<file path="config.mk">
export PLATFORM = sky130hd
export DESIGN_NAME = ldpc_tbl_encoder
export DESIGN_NICKNAME = d
export VERILOG_FILES = /design/src/rtl/ldpc_enc_pkg.sv /design/src/rtl/ldpc_tbl_ram.sv /design/src/rtl/ldpc_par_acc.sv /design/src/rtl/ldpc_tbl_encoder.sv
export SDC_FILE = /design/constraint.sdc
export NUM_CORES = 1
export LEC_CHECK = 0
export ABC_CLOCK_PERIOD_IN_PS = 2000
export BUFFER_PORTS_ARGS = -buffer_cell sky130_fd_sc_hd__buf_4
export CORE_MARGIN = 3
export CORE_UTILIZATION = 57
export DETAILED_ROUTE_END_ITERATION = 12
export PLACE_DENSITY_LB_ADDON = 0.1
export SYNTH_ARGS = -nofsm -noshare
export SYNTH_HDL_FRONTEND = slang
export SYNTH_HIERARCHICAL = 1
export SYNTH_SLANG_ARGS = --single-unit
</file>
<file path="constraint.sdc">
create_clock -name clk -period 2 [get_ports clk]
set_input_delay 0.3 -clock clk [delete_from_list [all_inputs] [get_ports clk]]
set_output_delay 0.3 -clock clk [all_outputs]
set_load 0.005 [all_outputs]
</file>
<file path="src/rtl/ldpc_enc_pkg.sv">
package ldpc_enc_pkg;
  typedef enum logic [1:0] {
    ST_MSG   = 2'd0,
    ST_DRAIN = 2'd1,
    ST_PAR   = 2'd2
  } enc_state_e;
endpackage

</file>
<file path="src/rtl/ldpc_tbl_ram.sv">
module ldpc_tbl_ram #(
  parameter int DEPTH = 3,
  parameter int AW    = 2,
  parameter int DW    = 9
) (
  input  logic          clk,
  input  logic          we,
  input  logic [AW-1:0] waddr,
  input  logic [DW-1:0] wdata,
  input  logic          re,
  input  logic [AW-1:0] raddr,
  output logic [DW-1:0] rdata
);
  logic [DW-1:0] mem [DEPTH];

  always_ff @(posedge clk) begin
    if (we) mem[waddr] <= wdata;
    if (re) rdata <= mem[raddr];
  end
endmodule

</file>
<file path="src/rtl/ldpc_par_acc.sv">
module ldpc_par_acc #(
  parameter int NP  = 3,
  parameter int W   = 3,
  parameter int PIW = 2
) (
  input  logic                clk,
  input  logic                rst_n,
  input  logic                upd,
  input  logic                clear,
  input  logic                bit_i,
  input  logic [W*(PIW+1)-1:0] entry,
  output logic [NP-1:0]       acc_o
);
  localparam int SW = PIW + 1;

  function automatic logic [NP-1:0] slot_mask(input logic [W*SW-1:0] e);
    logic [NP-1:0]  m;
    logic [PIW-1:0] ix;
    m = '0;
    for (int s = 0; s < W; s++) begin
      ix = e[s*SW +: PIW];
      if (e[s*SW+PIW] && (int'(ix) < NP)) m[ix] = ~m[ix];
    end
    return m;
  endfunction

  logic [NP-1:0] base;
  logic [NP-1:0] acc_d;

  always_comb begin
    base  = clear ? '0 : acc_o;
    acc_d = base ^ (bit_i ? slot_mask(entry) : '0);
  end

  always_ff @(posedge clk) begin
    if (!rst_n)   acc_o <= '0;
    else if (upd) acc_o <= acc_d;
  end

  AST_CLEAR_ZERO: assert property (@(posedge clk) disable iff (!rst_n)
    (upd && clear && !bit_i) |=> (acc_o == '0));
endmodule

</file>
<file path="src/rtl/ldpc_tbl_encoder.sv">
module ldpc_tbl_encoder #(
  parameter int K = 3,
  parameter int N = 6,
  parameter int W = 3,
  parameter int NP  = N - K,
  parameter int PIW = (NP > 1) ? $clog2(NP) : 1,
  parameter int AW  = (K > 1) ? $clog2(K) : 1
) (
  input  logic                 clk,
  input  logic                 rst_n,
  input  logic                 tbl_we,
  input  logic [AW-1:0]        tbl_addr,
  input  logic [W*(PIW+1)-1:0] tbl_wdata,
  input  logic                 in_valid,
  input  logic                 in_data,
  output logic                 in_ready,
  output logic                 out_valid,
  output logic                 out_data,
  output logic                 out_sop,
  output logic                 out_eop,
  input  logic                 out_ready
);
  import ldpc_enc_pkg::*;

  localparam int DW = W * (PIW + 1);
  localparam int CW = (NP > 1) ? $clog2(NP) : 1;

  enc_state_e    state;
  logic [AW-1:0] bit_cnt;
  logic [CW-1:0] par_cnt;
  logic          s1_valid, s1_bit, s1_first;
  logic [DW-1:0] entry;
  logic [NP-1:0] acc;

  // named internal events
  logic adv, s1_mv, in_acc, last_in, par_mv, last_par;

  always_comb begin
    adv      = !out_valid || out_ready;
    s1_mv    = s1_valid && adv;
    in_ready = (state == ST_MSG) && (!s1_valid || adv);
    in_acc   = in_valid && in_ready;
    last_in  = in_acc && (bit_cnt == AW'(K-1));
    par_mv   = (state == ST_PAR) && adv;
    last_par = par_mv && (par_cnt == CW'(NP-1));
  end

  ldpc_tbl_ram #(.DEPTH(K), .AW(AW), .DW(DW)) tbl_i (
    .clk   (clk),
    .we    (tbl_we),
    .waddr (tbl_addr),
    .wdata (tbl_wdata),
    .re    (in_acc),
    .raddr (bit_cnt),
    .rdata (entry)
  );

  ldpc_par_acc #(.NP(NP), .W(W), .PIW(PIW)) acc_i (
    .clk   (clk),
    .rst_n (rst_n),
    .upd   (s1_mv),
    .clear (s1_first),
    .bit_i (s1_bit),
    .entry (entry),
    .acc_o (acc)
  );

  always_ff @(posedge clk) begin
    if (!rst_n) begin
      state    <= ST_MSG;
      bit_cnt  <= '0;
      par_cnt  <= '0;
      s1_valid <= 1'b0;
      s1_bit   <= 1'b0;
      s1_first <= 1'b0;
    end else begin
      if (in_acc) begin
        s1_valid <= 1'b1;
        s1_bit   <= in_data;
        s1_first <= (bit_cnt == '0);
        bit_cnt  <= last_in ? '0 : bit_cnt + 1'b1;
      end else if (s1_mv) begin
        s1_valid <= 1'b0;
      end
      if (par_mv) par_cnt <= last_par ? '0 : par_cnt + 1'b1;
      unique case (state)
        ST_MSG:   if (last_in)  state <= ST_DRAIN;
        ST_DRAIN: if (s1_mv)    state <= ST_PAR;
        ST_PAR:   if (last_par) state <= ST_MSG;
        default:                state <= ST_MSG;
      endcase
    end
  end

  always_ff @(posedge clk) begin
    if (!rst_n) begin
      out_valid <= 1'b0;
      out_data  <= 1'b0;
      out_sop   <= 1'b0;
      out_eop   <= 1'b0;
    end else if (s1_mv) begin
      out_valid <= 1'b1;
      out_data  <= s1_bit;
      out_sop   <= s1_first;
      out_eop   <= 1'b0;
    end else if (par_mv) begin
      out_valid <= 1'b1;
      out_data  <= acc[par_cnt];
      out_sop   <= 1'b0;
      out_eop   <= (par_cnt == CW'(NP-1));
    end else if (out_ready) begin
      out_valid <= 1'b0;
    end
  end

  AST_STALL_HOLD: assert property (@(posedge clk) disable iff (!rst_n)
    (out_valid && !out_ready) |=> (out_valid && $stable(out_data) && $stable(out_sop) && $stable(out_eop)));
  AST_NO_ACCEPT_AFTER_LAST: assert property (@(posedge clk) disable iff (!rst_n)
    last_in |=> !in_ready);
  AST_SOP_EOP_EXCL: assert property (@(posedge clk) disable iff (!rst_n)
    out_valid |-> !(out_sop && out_eop));
  AST_PARITY_CONTIGUOUS: assert property (@(posedge clk) disable iff (!rst_n)
    (out_valid && out_ready && !out_eop && state != ST_MSG) |=> out_valid);
endmodule

</file>
==> Yosys cells after proc, flatten, opt, wreduce, memory -nomap -nowiden <==
Memory sizes are Yosys's and may differ from the RTL's. A register that Yosys moved wholly into a read port is not among the register bits.
Cells that the tools add are included.
{ "word_totals": {"regBits": 16, "ram_bits": 27, "input_bits": 17, "output_inout_bits": 5, "wordCells": 98, "mem_count": 1} }
{ "memory_table": {"columns": ["name", "depth", "width", "read_ports", "rd_ports_with_merged_regs", "wr", "line_no", "text"], "rows": [
  ["tbl_i.mem", 3, 9, 1, 1, 1, "ldpc_tbl_ram.sv:14", "logic [DW-1:0] mem [DEPTH];"]
]} }
{ "op_classes": {"add_sub_neg": 2, "magnitude_cmp": 10, "n_eq_ne": 7, "n_mux": 38, "bitwise_logic": 6, "reduce_logical": 23} }
{ "op_table": {"columns": ["operator", "count"], "rows": [
  ["$mux W1", 18],
  ["$mux W3", 5],
  ["$logic_and A1 B1 Y1", 12],
  ["$lt A2 B3 Y1 const B", 4],
  ["$mux W2", 5],
  ["$bmux W1 S2", 4],
  ["$bwmux W3", 2],
  ["$demux W1 S2", 3],
  ["$eq A2 B2 Y1 const B", 3],
  ["$ge A2 B1 Y1 const B", 3],
  ["$lt A2 B2 Y1 const B", 3],
  ["$pmux W2 S3", 1],
  ["$add A2 B1 Y2 const B", 2],
  ["$logic_not A2 Y1", 2],
  ["$ne A2 B2 Y1 const B", 2],
  ["$not A1 Y1", 4],
  ["$reduce_bool A2 Y1", 2],
  ["$and A3 B3 Y3", 1],
  ["$reduce_and A3 Y1", 1],
  ["$reduce_bool A3 Y1", 1],
  ["$xor A3 B3 Y3", 1],
  ["$eq A2 B1 Y1 const B", 1],
  ["$logic_not A1 Y1", 2],
  ["$logic_or A1 B1 Y1", 2],
  ["other kinds (2)", 2]
]} }

==> Depth between registers and ports, before layout <==
Gate-level depths: netlist of the first run.
{ "depth": {"depth_word": 18, "mapped_depth": 7} }

==> Hierarchy <==
The synthesis of the first run kept the hierarchy.
{ "modules_own_cells": {"columns": ["mod", "instances", "cells_per_inst", "area_each_um2"], "rows": [
  ["ldpc_tbl_ram", 1, 69, 1312.5],
  ["ldpc_tbl_encoder", 1, 68, 583.1],
  ["ldpc_par_acc", 1, 29, 289.0]
]} }

==> Worst setup path after synthesis of the first run <==
OpenSTA, ideal clock, no wires.
{ "synth_timing": {"path_type": "input port to flip-flop", "start": "input port tbl_addr[0]", "end": "memory tbl_i.mem[0][0], enable pin", "setup_ps": 389, "arrival_ps": 1050, "required_time_ps": 1611, "slack_ps": 561, "path_stages": 1, "path_buffers": 0, "cell_sequence": "nor3b_1"} }
{ "synth_lines": {"columns": ["item", "line_no", "text"], "rows": [
  ["start: declaration", "ldpc_tbl_encoder.sv:12", "input logic [AW-1:0] tbl_addr,"],
  ["end: declaration", "ldpc_tbl_ram.sv:14", null]
]} }
Straight into the memory's write port.

==> Worst setup path after layout of the first run <==
{ "layout_timing": {"start": "register tbl_i.rdata[4] (read register of tbl_i.mem)", "end": "register acc_i.acc_o[0]"} }
{ "layout_between": {"elab_chain_len": 13} }
{ "layout_lines": {"columns": ["item", "line_no", "text"], "rows": [
  ["start: declaration", "ldpc_tbl_ram.sv:12", "output logic [DW-1:0] rdata"],
  ["$lt A2 B3 Y1 (not written as such) / $ge A2 B1 Y1 (equally long branches)", "ldpc_par_acc.sv:22", "if (e[s*SW+PIW] && (int'(ix) < NP)) m[ix] = ~m[ix];"],
  ["$logic_and A1 B1 Y1 (not written as such)", "ldpc_par_acc.sv:22", null],
  ["$mux W1 (not written as such)", "ldpc_par_acc.sv:22", null],
  ["$demux W1 S2", null, null],
  ["$bwmux W3", "ldpc_par_acc.sv:22", null],
  ["$mux W3 *", "ldpc_par_acc.sv:22", null],
  ["$bmux W1 S2", "ldpc_par_acc.sv:22", null],
  ["$mux W1 (not written as such)", "ldpc_par_acc.sv:22", null],
  ["$not A1 Y1", "ldpc_par_acc.sv:22", null],
  ["$bwmux W3", "ldpc_par_acc.sv:22", null],
  ["$mux W3 *", "ldpc_par_acc.sv:22", null],
  ["$mux W3 *", "ldpc_par_acc.sv:32", "acc_d = base ^ (bit_i ? slot_mask(entry) : '0);"],
  ["$xor A3 B3 Y3 *", "ldpc_par_acc.sv:32", null],
  ["end signal: assignment", "ldpc_par_acc.sv:36", "if (!rst_n) acc_o <= '0;"],
  ["end signal: assignment", "ldpc_par_acc.sv:37", "else if (upd) acc_o <= acc_d;"],
  ["end: declaration", "ldpc_par_acc.sv:12", "output logic [NP-1:0] acc_o"]
]} }
Mark *: on every way between the ends. The rest lies on a longest branch, timed or not. The select of a mux whose other input is x is not followed.
A chain may end at the register's enable or synchronous reset.

==> impl_metrics.py, run 1 <==
metrics = {
    "synthesis": {
        "synthCells": 166,
        "synth_top_family_by_area": "simple AND/OR/NAND/NOR gates",
        "yosysTopAreaCell": "edfxtp_1",
        "ys_ff_latch": 52,
        "yosysUniqueCellTypes": 35,
        "synth_edf_count": 36,
        "synth-compound-area-share_pct": 7.732,
        "yosysTopAreaCellShare_pct": 49.48,
        "avgSynthCellArea_um2": 13.16,
        "async_flop_share_pct": 0,
        "synth_area_um2": 2185,
        "yosysWarningCount": 6,
        "syn_nets": 185,
        "synth_area_leaders": "edfxtp_1, dfxtp_1, mux2i_1, nand2_1, xnor3_1",
        "yosysMostFrequentCell": "edfxtp_1",
        "synth_top_flop_cell": "edfxtp_1",
        "yosys.area_share.simple_pct": 15.81,
        "synth_xor_area_share_pct": 3.093,
        "synthAdderAreaFrac_pct": 1.145,
        "muxShareOfSynthArea_pct": 5.498,
        "synthTopCellsByCount": "edfxtp_1, nand2_1, dfxtp_1, mux2i_1, a21oi_1",
        "seq_area_frac_synth_pct": 64.15,
    },
    "drt": {
        "drt-total-wl_um": 3611,
        "drt_iter0_markers": 96,
        "drtPass1Iterations": 4,
        "vias": 1327,
        "drtAntennaViolNets": 0,
        "wl_per_cell_um": 15.11,
        "drc": 0,
        "avgViaCountPerCell": 5.552,
    },
    "finish": {
        "num-nets-final": 211,
        "area_growth_pct": 16.27,
        "nFillCells": 250,
        "stdcell_area_um2": 2540,
        "antenna_cells": 0,
        "drive_above_1_share_pct": 20.21,
    },
    "power_and_ir_drop": {
        "power_density_nw_per_um2": 952.8,
        "cellLeakagePower_nw": 0.9424,
        "vdd_drop_max_uv": 571.4,
    },
    "critical_path": {
        "crit_path_start": "tbl_i/rdata[4]$_DFFE_PP_",
        "reg2reg_depth": 4,
        "worstPathArrival_ns": 1.82,
        "timing.rr.end": "acc_i/acc_o[0]$_SDFFE_PN0P_",
        "r2r_slack_ns": 0.41,
        "critPathCaptureType": "flop",
        "cp-start-kind": "flop",
        "crit_end": "acc_i/acc_o[0]$_SDFFE_PN0P_",
        "cp.required_ns": 2.23,
        "timing.rr.start": "tbl_i/rdata[4]$_DFFE_PP_",
        "crit_fanout": 3,
        "critical_path_class": "reg2reg",
    },
    "hold_path": {
        "whs_path_depth": 1,
        "min_path_type": "in2reg",
    },
    "sta": {
        "worst_pin_slew_ns": 0.6686,
        "holdWs_ns": 0.1885,
        "setup_viol": 0,
        "slew_violations": 0,
        "fmax_ghz": 0.6277,
        "rsz0062_at_grt": "false",
        "finalClockSkew_ns": 0.004733,
        "period_minus_slack_ns": 1.593,
        "relSlewSlack_pct": 55.37,
        "tns_ns": 0,
        "finalCritPeriodShare_pct": 79.66,
        "finalHoldViolations": 0,
    },
    "grt": {
        "grt.total_usage_pct": 18.02,
        "grt_pass1_vias": 1313,
        "antenna_found_initial": 0,
        "grt_max_degree": 22,
        "grt_pass1_wl_um": 6003,
        "grt-ovfl-total": 0,
    },
    "clock_tree": {
        "numCtsBuffers": 5,
        "htreeDepth": 2,
        "insertion_delay_ns": 0.30,
        "cts_resized": 0,
        "postCtsSetupBuffers": 0,
        "cts_tree": "done",
        "postCtsHoldBufs": 0,
        "cts-root-buf": "clkbuf_8",
        "cts.sinks": 52,
        "clk_pin_slew_ns": 0.09,
        "cts_buffer_depth": 2,
    },
    "run_status": {
        "status": "completed",
    },
    "die": {
        "initial_core_util_pct": 62.05,
        "placementRows": 21,
        "coreArea_um2": 3521,
        "ios": 22,
        "die-area_um2": 4612,
        "dieWidth_um": 67.91,
        "die_h_um": 67.91,
    },
    "run": {
        "maxCapViolations": 0,
    },
    "placement": {
        "gp_congestion": 0.7779,
        "dpl-instance-area_um2": 2381,
        "portBuffers": 21,
        "dp_hpwl_um": 2619,
    },
}
stage by stage:
stage	setup slack, ns	power [mW]	cells	utilization (%)
2_1_floorplan	0.5607	1.419	166	-
3_3_place_gp	0.5468	1.479	231	67.63
3_5_place_dp	0.4226	1.494	231	67.63
4_1_cts	0.4082	2.437	239	72.14
5_1_grt	0.3165	2.515	239	72.14
6_report	0.4068	2.420	239	72.14
logic make-up after synthesis:
logic type / count (synthesis)
AND/OR/NAND/NOR: 59
flip-flops: 52
adder cells (fa/ha/maj): 2
XOR/XNOR: 3
multiplexers: 12
AO/OA/AOI/OAI: 28
buffers and inverters: 10
placed cells by master (no fill, tap or decap):
| master | netlist | layout |
|---|---|---|
| o2111ai_1 | 1 | 1 |
| edfxtp_1 | 36 | 36 |
| dfxtp_1 | 16 | 16 |
| o21ai_2 | 2 | 2 |
| a211o_1 | 1 | 1 |
| or3_1 | 2 | 2 |
| and2_1 | 1 | 1 |
| nor3b_2 | 2 | 2 |
| nor2b_4 | 1 | 1 |
| o211ai_1 | 1 | 1 |
| a21oi_1 | 9 | 9 |
| a21boi_1 | 1 | 1 |
| a22oi_1 | 2 | 2 |
| clkbuf_8 | 0 | 5 |
| buf_4 | 1 | 23 |
| nand3_2 | 1 | 1 |
| ha_1 | 2 | 2 |
| o21ai_1 | 7 | 7 |
| mux2i_1 | 12 | 12 |
| nand2b_2 | 1 | 1 |
| nor2_1 | 3 | 3 |
| nand3b_1 | 8 | 8 |
| nand4b_1 | 2 | 2 |
| nor2b_1 | 1 | 1 |
| xnor3_1 | 3 | 3 |
| inv_1 | 6 | 6 |
| o31ai_1 | 1 | 1 |
| o21ai_0 | 2 | 2 |
| nand2_1 | 27 | 27 |
| nand3_1 | 4 | 4 |
| and3b_1 | 3 | 3 |
| a31oi_1 | 1 | 1 |
| nor3b_1 | 2 | 2 |
| bufinv_16 | 0 | 3 |
| nand2_4 | 1 | 1 |
cell type report:
| cell class | instances | area [um^2] | area share [%] |
|---|---|---|---|
| Multi-Input combinational cell | 104 | 726.9 | 28.62 |
| Clock inverter | 3 | 90.09 | 3.547 |
| Timing Repair Buffer | 23 | 172.7 | 6.798 |
| Tap cell | 46 | 57.56 | 2.266 |
| Sequential cell | 52 | 1401 | 55.17 |
| Inverter | 6 | 22.52 | 0.8867 |
| Clock buffer | 5 | 68.82 | 2.709 |
how the worst min path moves through the flow:
stage / from / end / slack, ns
after floorplan: tbl_wdata[0] / tbl_i/mem[0][0]$_DFFE_PP_ / 0.40
after global placement: out_eop$_SDFFE_PP0P_ / out_eop$_SDFFE_PP0P_ / 0.44
after detailed placement: out_eop$_SDFFE_PP0P_ / out_eop$_SDFFE_PP0P_ / 0.46
after CTS: tbl_wdata[5] / tbl_i/mem[1][5]$_DFFE_PP_ / 0.18
after global routing: tbl_wdata[3] / tbl_i/mem[2][3]$_DFFE_PP_ / 0.18
final: tbl_wdata[7] / tbl_i/mem[1][7]$_DFFE_PP_ / 0.19
registers in the layout, indices dropped and copies added, names as in the netlist, 2 cells and up:
register / cells
tbl_i/mem: 27
tbl_i/rdata: 9
acc_i/acc_o: 3
bit_cnt: 2
par_cnt: 2
state: 2
critical path, cell delays in order (launching register included):
cell	delay [ns]
edfxtp_1	0.43
nor3b_2	0.21
xnor3_1	0.44
a211o_1	0.28
a21boi_1	0.17
routing by layer:
layer	GRT usage, %	part of all wire (%)
met4	7.444	1.8
met5	0	0
met2	31.71	52
met3	3.941	4.0
met1	21.32	43
power by group:
group	total [mW]	switching (mW)	internal, mW
Sequential	1.26	0.0406	1.22
Combinational	0.205	0.100	0.105
Clock	0.953	0.329	0.625
Total	2.42	0.470	1.95
Power figures use the tool's default switching activity.
==> run 2: changes to the inputs <==
- ABC_CLOCK_PERIOD_IN_PS: 2000 -> 1550
- clock period: 2 -> 1.55 ns (I/O delays scaled with it)
==> impl_metrics.py, run 2 (synthesis gave the netlist of run 1 again) <==
metrics = {
    "clock_tree": {
        "clk_pin_slew_ns": 0.09,
        "insertion_delay_ns": 0.31,
        "cts_tree": "done",
        "postCtsHoldBufs": 0,
        "htreeDepth": 2,
        "cts.sinks": 52,
        "cts-root-buf": "clkbuf_8",
        "numCtsBuffers": 5,
        "cts_buffer_depth": 2,
    },
    "critical_path": {
        "worstPathArrival_ns": 1.74,
        "critical_path_class": "reg2reg",
        "timing.rr.start": "tbl_i/rdata[6]$_DFFE_PP_",
        "crit_end": "acc_i/acc_o[0]$_SDFFE_PN0P_",
        "timing.rr.end": "acc_i/acc_o[0]$_SDFFE_PN0P_",
        "reg2reg_depth": 4,
        "critPathCaptureType": "flop",
        "cp-start-kind": "flop",
        "r2r_slack_ns": 0.05,
        "crit_path_start": "tbl_i/rdata[6]$_DFFE_PP_",
        "cp.required_ns": 1.80,
        "crit_fanout": 3,
    },
    "finish": {
        "largest_reg_flops": 27,
        "drive_above_1_share_pct": 23.23,
        "biggestRegsByFlops": "tbl_i/mem (27), tbl_i/rdata (9), acc_i/acc_o (3)",
        "largest-register": "tbl_i/mem",
        "nFillCells": 259,
        "area_growth_pct": 15.41,
        "stdcell_area_um2": 2521,
        "final_core_util_pct": 71.61,
        "mostFrequentLayoutCell": "edfxtp_1",
        "num-nets-final": 216,
        "antenna_cells": 0,
        "final_cell_mix": "edfxtp_1, buf_4, nand2_1, dfxtp_1, mux2i_1",
    },
    "sta": {
        "rsz0062_at_grt": "false",
        "finalClockSkew_ns": 0.01005,
        "holdWs_ns": 0.1142,
        "setup_viol": 0,
        "tns_ns": 0,
        "period_minus_slack_ns": 1.499,
        "fmax_ghz": 0.6671,
        "relSlewSlack_pct": 69.08,
        "slew_violations": 0,
        "finalCritPeriodShare_pct": 96.72,
        "finalHoldViolations": 0,
        "worst_pin_slew_ns": 0.4633,
    },
    "drt": {
        "wl_per_cell_um": 14.09,
        "drt-total-wl_um": 3439,
        "drc": 0,
        "avgViaCountPerCell": 5.422,
        "drtAntennaViolNets": 0,
        "drtPass1Iterations": 4,
        "vias": 1323,
        "drt_iter0_markers": 87,
    },
    "grt": {
        "grt_pass1_vias": 1339,
        "grt-ovfl-total": 0,
        "antenna_found_initial": 0,
        "grt_pass1_wl_um": 5927,
        "grt.total_usage_pct": 18.19,
        "grt_max_degree": 19,
    },
    "placement": {
        "dpl-instance-area_um2": 2404,
        "gp_congestion": 0.7898,
        "dp_hpwl_um": 2465,
        "portBuffers": 21,
    },
    "power_and_ir_drop": {
        "pwr-share-seq_pct": 60.1,
        "total_power_mw": 2.690,
        "power_density_nw_per_um2": 1067,
        "comb_power_share_pct": 10.8,
        "p_int_mw": 2.057,
        "swShare_pct": 23.55,
        "pwr-share-clk_pct": 29.1,
        "cellLeakagePower_nw": 0.9400,
        "p_sw_mw": 0.6337,
        "vdd_drop_max_uv": 716.7,
    },
    "die": {
        "dieWidth_um": 67.91,
        "die_h_um": 67.91,
        "coreArea_um2": 3521,
        "ios": 22,
        "die-area_um2": 4612,
        "initial_core_util_pct": 62.05,
        "placementRows": 21,
    },
    "run_status": {
        "status": "completed",
    },
    "hold_path": {
        "min_path_type": "in2reg",
    },
    "run": {
        "maxCapViolations": 0,
    },
}
-- run 2: layer usage --
metal | part of all wire, % | GRT usage [%] | vias to the layer above
met5 | 0 | 0 | -
met4 | 2.4 | 8.933 | 0
met3 | 4.8 | 5.090 | 8
met2 | 52 | 32.93 | 29
met1 | 41 | 19.32 | 616
li1 | - | - | 670
-- run 2: worst max-delay path, cell delays in order (launching register included) --
cell      delay (ns)
edfxtp_1        0.43
nor3b_2         0.19
xnor3_1         0.44
a211o_1         0.28
a21boi_1        0.10
-- run 2: how the worst min path moves through the flow --
stage	startpoint	end	cells past startpoint
after global routing	tbl_wdata[5]	tbl_i/mem[1][5]$_DFFE_PP_	1
after floorplan	tbl_wdata[0]	tbl_i/mem[0][0]$_DFFE_PP_	0
after detailed placement	tbl_wdata[5]	tbl_i/mem[0][5]$_DFFE_PP_	1
after global placement	tbl_wdata[5]	tbl_i/mem[2][5]$_DFFE_PP_	1
final	tbl_wdata[2]	tbl_i/mem[2][2]$_DFFE_PP_	1
after CTS	tbl_wdata[5]	tbl_i/mem[1][5]$_DFFE_PP_	1
-- run 2: stage by stage --
stage | cells | setup slack [ns]
2_1_floorplan | 166 | 0.1308
3_3_place_gp | 234 | 0.08745
3_5_place_dp | 234 | 0.03706
4_1_cts | 242 | 0.01445
5_1_grt | 244 | 0.009065
6_report | 244 | 0.05090
-- run 2: repair_timing --
| item | in CTS | in global routing |
|---|---|---|
| endpoints found under the setup margin | 0 | 1 |
| resized for setup | 0 | 2 |
| buffers inserted | 0 | 2 |
-- run 2: power groups by stage --
| stage | Sequential [mW] | Combinational (mW) | Clock [mW] |
|---|---|---|---|
| after detailed placement | 1.65 | 0.283 | 0 |
| after global routing | 1.63 | 0.326 | 0.884 |
| final | 1.62 | 0.290 | 0.783 |
| after global placement | 1.64 | 0.272 | 0 |
| after CTS | 1.62 | 0.284 | 0.810 |
| after floorplan | 1.64 | 0.192 | 0 |
-- run 2: cell type report --
type                            count  area [um^2]  share of cell area, %
Inverter                            6        22.52                 0.8933
Timing Repair Buffer               28        210.2                  8.337
Sequential cell                    52         1401                  55.58
Tap cell                           46        57.56                  2.283
Multi-Input combinational cell    104        734.5                  29.13
Clock buffer                        5        68.82                  2.730
Clock inverter                      3        26.28                  1.042
==> run 3: changes to the inputs <==
- ABC_AREA: unset -> 1
- CORE_UTILIZATION: 57 -> 58
==> impl_metrics.py, run 3 <==
metrics = {
    "run_status": {
        "status": "completed",
    },
    "critical_path": {
        "critical_path_class": "reg2reg",
        "path_cells": "inv_2 > nand3_1 > nor2_2 > nor2_2 > nand3_1 > nand2_1 > nand2_1 > nand3_2 > nand2_1 > nand3_1 > nand2_1 > nor2_1",
        "critPathCaptureType": "flop",
        "max_stage_delay_ns": 0.41,
        "critical_path.most_common_cell": "nand2_1",
        "crit_fanout": 3,
        "cp-start-kind": "flop",
        "cp_num_buf_inv": 1,
        "worstPathArrival_ns": 1.64,
        "cp_top_family": "simple AND/OR/NAND/NOR gates",
        "timing.rr.start": "tbl_i/rdata[0]$_DFFE_PP_",
        "cp.required_ns": 1.75,
        "slowest_stage": "edfxtp_1",
        "crit_path_start": "tbl_i/rdata[0]$_DFFE_PP_",
        "r2r_slack_ns": 0.11,
    },
    "synthesis": {
        "syn_nets": 296,
        "synthCells": 277,
        "ys_ff_latch": 52,
        "seq_area_frac_synth_pct": 57.49,
        "async_flop_share_pct": 0,
        "synth_area_um2": 2437,
        "synth_top_flop_cell": "edfxtp_1",
        "avgSynthCellArea_um2": 8.799,
        "yosysMostFrequentCell": "nand2_1",
        "yosysWarningCount": 6,
        "yosysTopAreaCellShare_pct": 44.35,
        "yosysUniqueCellTypes": 25,
        "synthTopCellsByCount": "nand2_1, inv_1, edfxtp_1, nand3_1, nor2_1",
        "synth_area_leaders": "edfxtp_1, dfxtp_1, nand2_1, inv_1, nand3_1",
        "yosysTopAreaCell": "edfxtp_1",
        "synth_edf_count": 36,
    },
    "finish": {
        "drive_above_1_share_pct": 18.65,
        "area_growth_pct": 14.89,
        "biggestRegsByFlops": "tbl_i/mem (27), tbl_i/rdata (9), acc_i/acc_o (3)",
        "final_cell_mix": "nand2_1, inv_1, edfxtp_1, buf_4, nand3_1",
        "num-nets-final": 329,
        "mostFrequentLayoutCell": "nand2_1",
        "largest_reg_flops": 27,
        "largest-register": "tbl_i/mem",
        "antenna_cells": 0,
    },
    "grt": {
        "grt-ovfl-total": 0,
        "grt_pass1_wl_um": 7286,
        "grt.total_usage_pct": 18.06,
        "grt_pass1_vias": 1691,
        "antenna_found_initial": 0,
        "grt_max_degree": 17,
    },
    "sta": {
        "finalHoldViolations": 0,
        "finalClockSkew_ns": 0.003786,
        "slew_violations": 0,
        "fmax_ghz": 0.6950,
        "period_minus_slack_ns": 1.439,
        "finalCritPeriodShare_pct": 92.83,
        "worst_pin_slew_ns": 0.3282,
        "rsz0062_at_grt": "true",
        "holdWs_ns": 0.1193,
        "tns_ns": 0,
        "relSlewSlack_pct": 77.95,
        "setup_viol": 0,
    },
    "drt": {
        "avgViaCountPerCell": 4.850,
        "drt-total-wl_um": 4001,
        "drc": 0,
        "drtAntennaViolNets": 0,
        "drtPass1Iterations": 4,
        "wl_per_cell_um": 11.14,
        "vias": 1741,
        "drt_iter0_markers": 49,
    },
    "placement": {
        "gp_congestion": 0.7921,
        "dp_hpwl_um": 3043,
        "portBuffers": 21,
    },
    "die": {
        "die_h_um": 70.83,
        "placementRows": 22,
        "dieWidth_um": 70.83,
        "die-area_um2": 5016,
        "coreArea_um2": 3854,
        "initial_core_util_pct": 63.25,
        "ios": 22,
    },
    "hold_path": {
        "hold_start": "tbl_wdata[5]",
        "min_path_type": "in2reg",
    },
    "power_and_ir_drop": {
        "comb_power_share_pct": 14.9,
        "cellLeakagePower_nw": 1.302,
        "pwr-share-seq_pct": 58.8,
        "power_density_nw_per_um2": 997.5,
        "pwr-share-clk_pct": 26.4,
        "swShare_pct": 26.19,
        "vdd_drop_max_uv": 840.2,
        "p_sw_mw": 0.7315,
        "p_int_mw": 2.062,
    },
    "clock_tree": {
        "cts_tree": "done",
        "cts_buffer_depth": 2,
        "insertion_delay_ns": 0.30,
        "clk_pin_slew_ns": 0.09,
        "cts.sinks": 52,
        "numCtsBuffers": 5,
        "cts-root-buf": "clkbuf_8",
        "htreeDepth": 2,
        "postCtsSetupBuffers": 0,
    },
    "run": {
        "maxCapViolations": 0,
    },
}
==> run 3: cells by family (layout without fill, tap and decap cells) <==
group,Yosys count,count (layout),synth area share (%)
compound gates,17,17,3.799
fa+ha+maj,2,2,1.027
buf+inv,58,92,9.702
flops,52,52,57.50
simple gates,148,148,27.98
==> run 3: layout make-up <==
type | instances | area, um^2
Multi-Input combinational cell | 167 | 819.5
Tap cell | 48 | 60.06
Clock buffer | 5 | 68.82
Clock inverter | 3 | 18.77
Timing Repair Buffer | 29 | 217.7
Fill cell | 286 | 1054
Sequential cell | 52 | 1401
Inverter | 55 | 214.0
==> run 3: worst reg2reg max path: cells and delay by family, from the launching register on <==
kind | cells | cell delay [ns]
flip-flops | 1 | 0.41
AND/OR/NAND/NOR | 11 | 0.86
buffers and inverters | 1 | 0.07
==> run 3: what timing repair did <==
item                       CTS  global route
hold buffers                 0             0
gates resized for setup      0            11
setup endpoints to repair    0             3
==> run 3: path summary, 6_finish.rpt <==
path,end,depth (start not counted)
setup reg to reg,acc_i/acc_o[2]$_SDFFE_PN0P_,12
setup / recovery,acc_i/acc_o[2]$_SDFFE_PN0P_,12
hold / removal,tbl_i/mem[1][5]$_DFFE_PP_,1
hold reg to reg,out_eop$_SDFFE_PP0P_,2
==> run 3: layer usage <==
layer / GRT usage (%) / share of wire [%] / routed length [um] / vias up
met2: 27.81 / 45 / 1802 / 31
met1: 25.23 / 50 / 2001 / 756
met4: 4.593 / 0.97 / 39 / 0
met3: 5.398 / 3.9 / 158 / 6
li1: - / - / - / 948
met5: 0 / 0 / 0 / -
==> run 3: stage by stage <==
stage / std cells / instance area (um^2) / util (%) / worst slack, ns / power, mW
floorplan: 277 / 2437 / - / 0.1531 / 1.936
global placement: 351 / 2693 / 69.87 / 0.1779 / 2.062
detailed placement: 351 / 2693 / 69.87 / 0.1180 / 2.072
CTS: 359 / 2780 / 72.14 / 0.1155 / 2.797
global route: 359 / 2800 / 72.66 / -0.07857 / 2.934
finish: 359 / 2800 / 72.66 / 0.1112 / 2.793
==> run 3: power by group through the flow <==
stage	sequential (mW)	combinational, mW	clock [mW]
floorplan	1.66	0.273	0
global placement	1.67	0.393	0
detailed placement	1.67	0.401	0
CTS	1.64	0.404	0.753
global route	1.65	0.479	0.801
finish	1.64	0.415	0.737
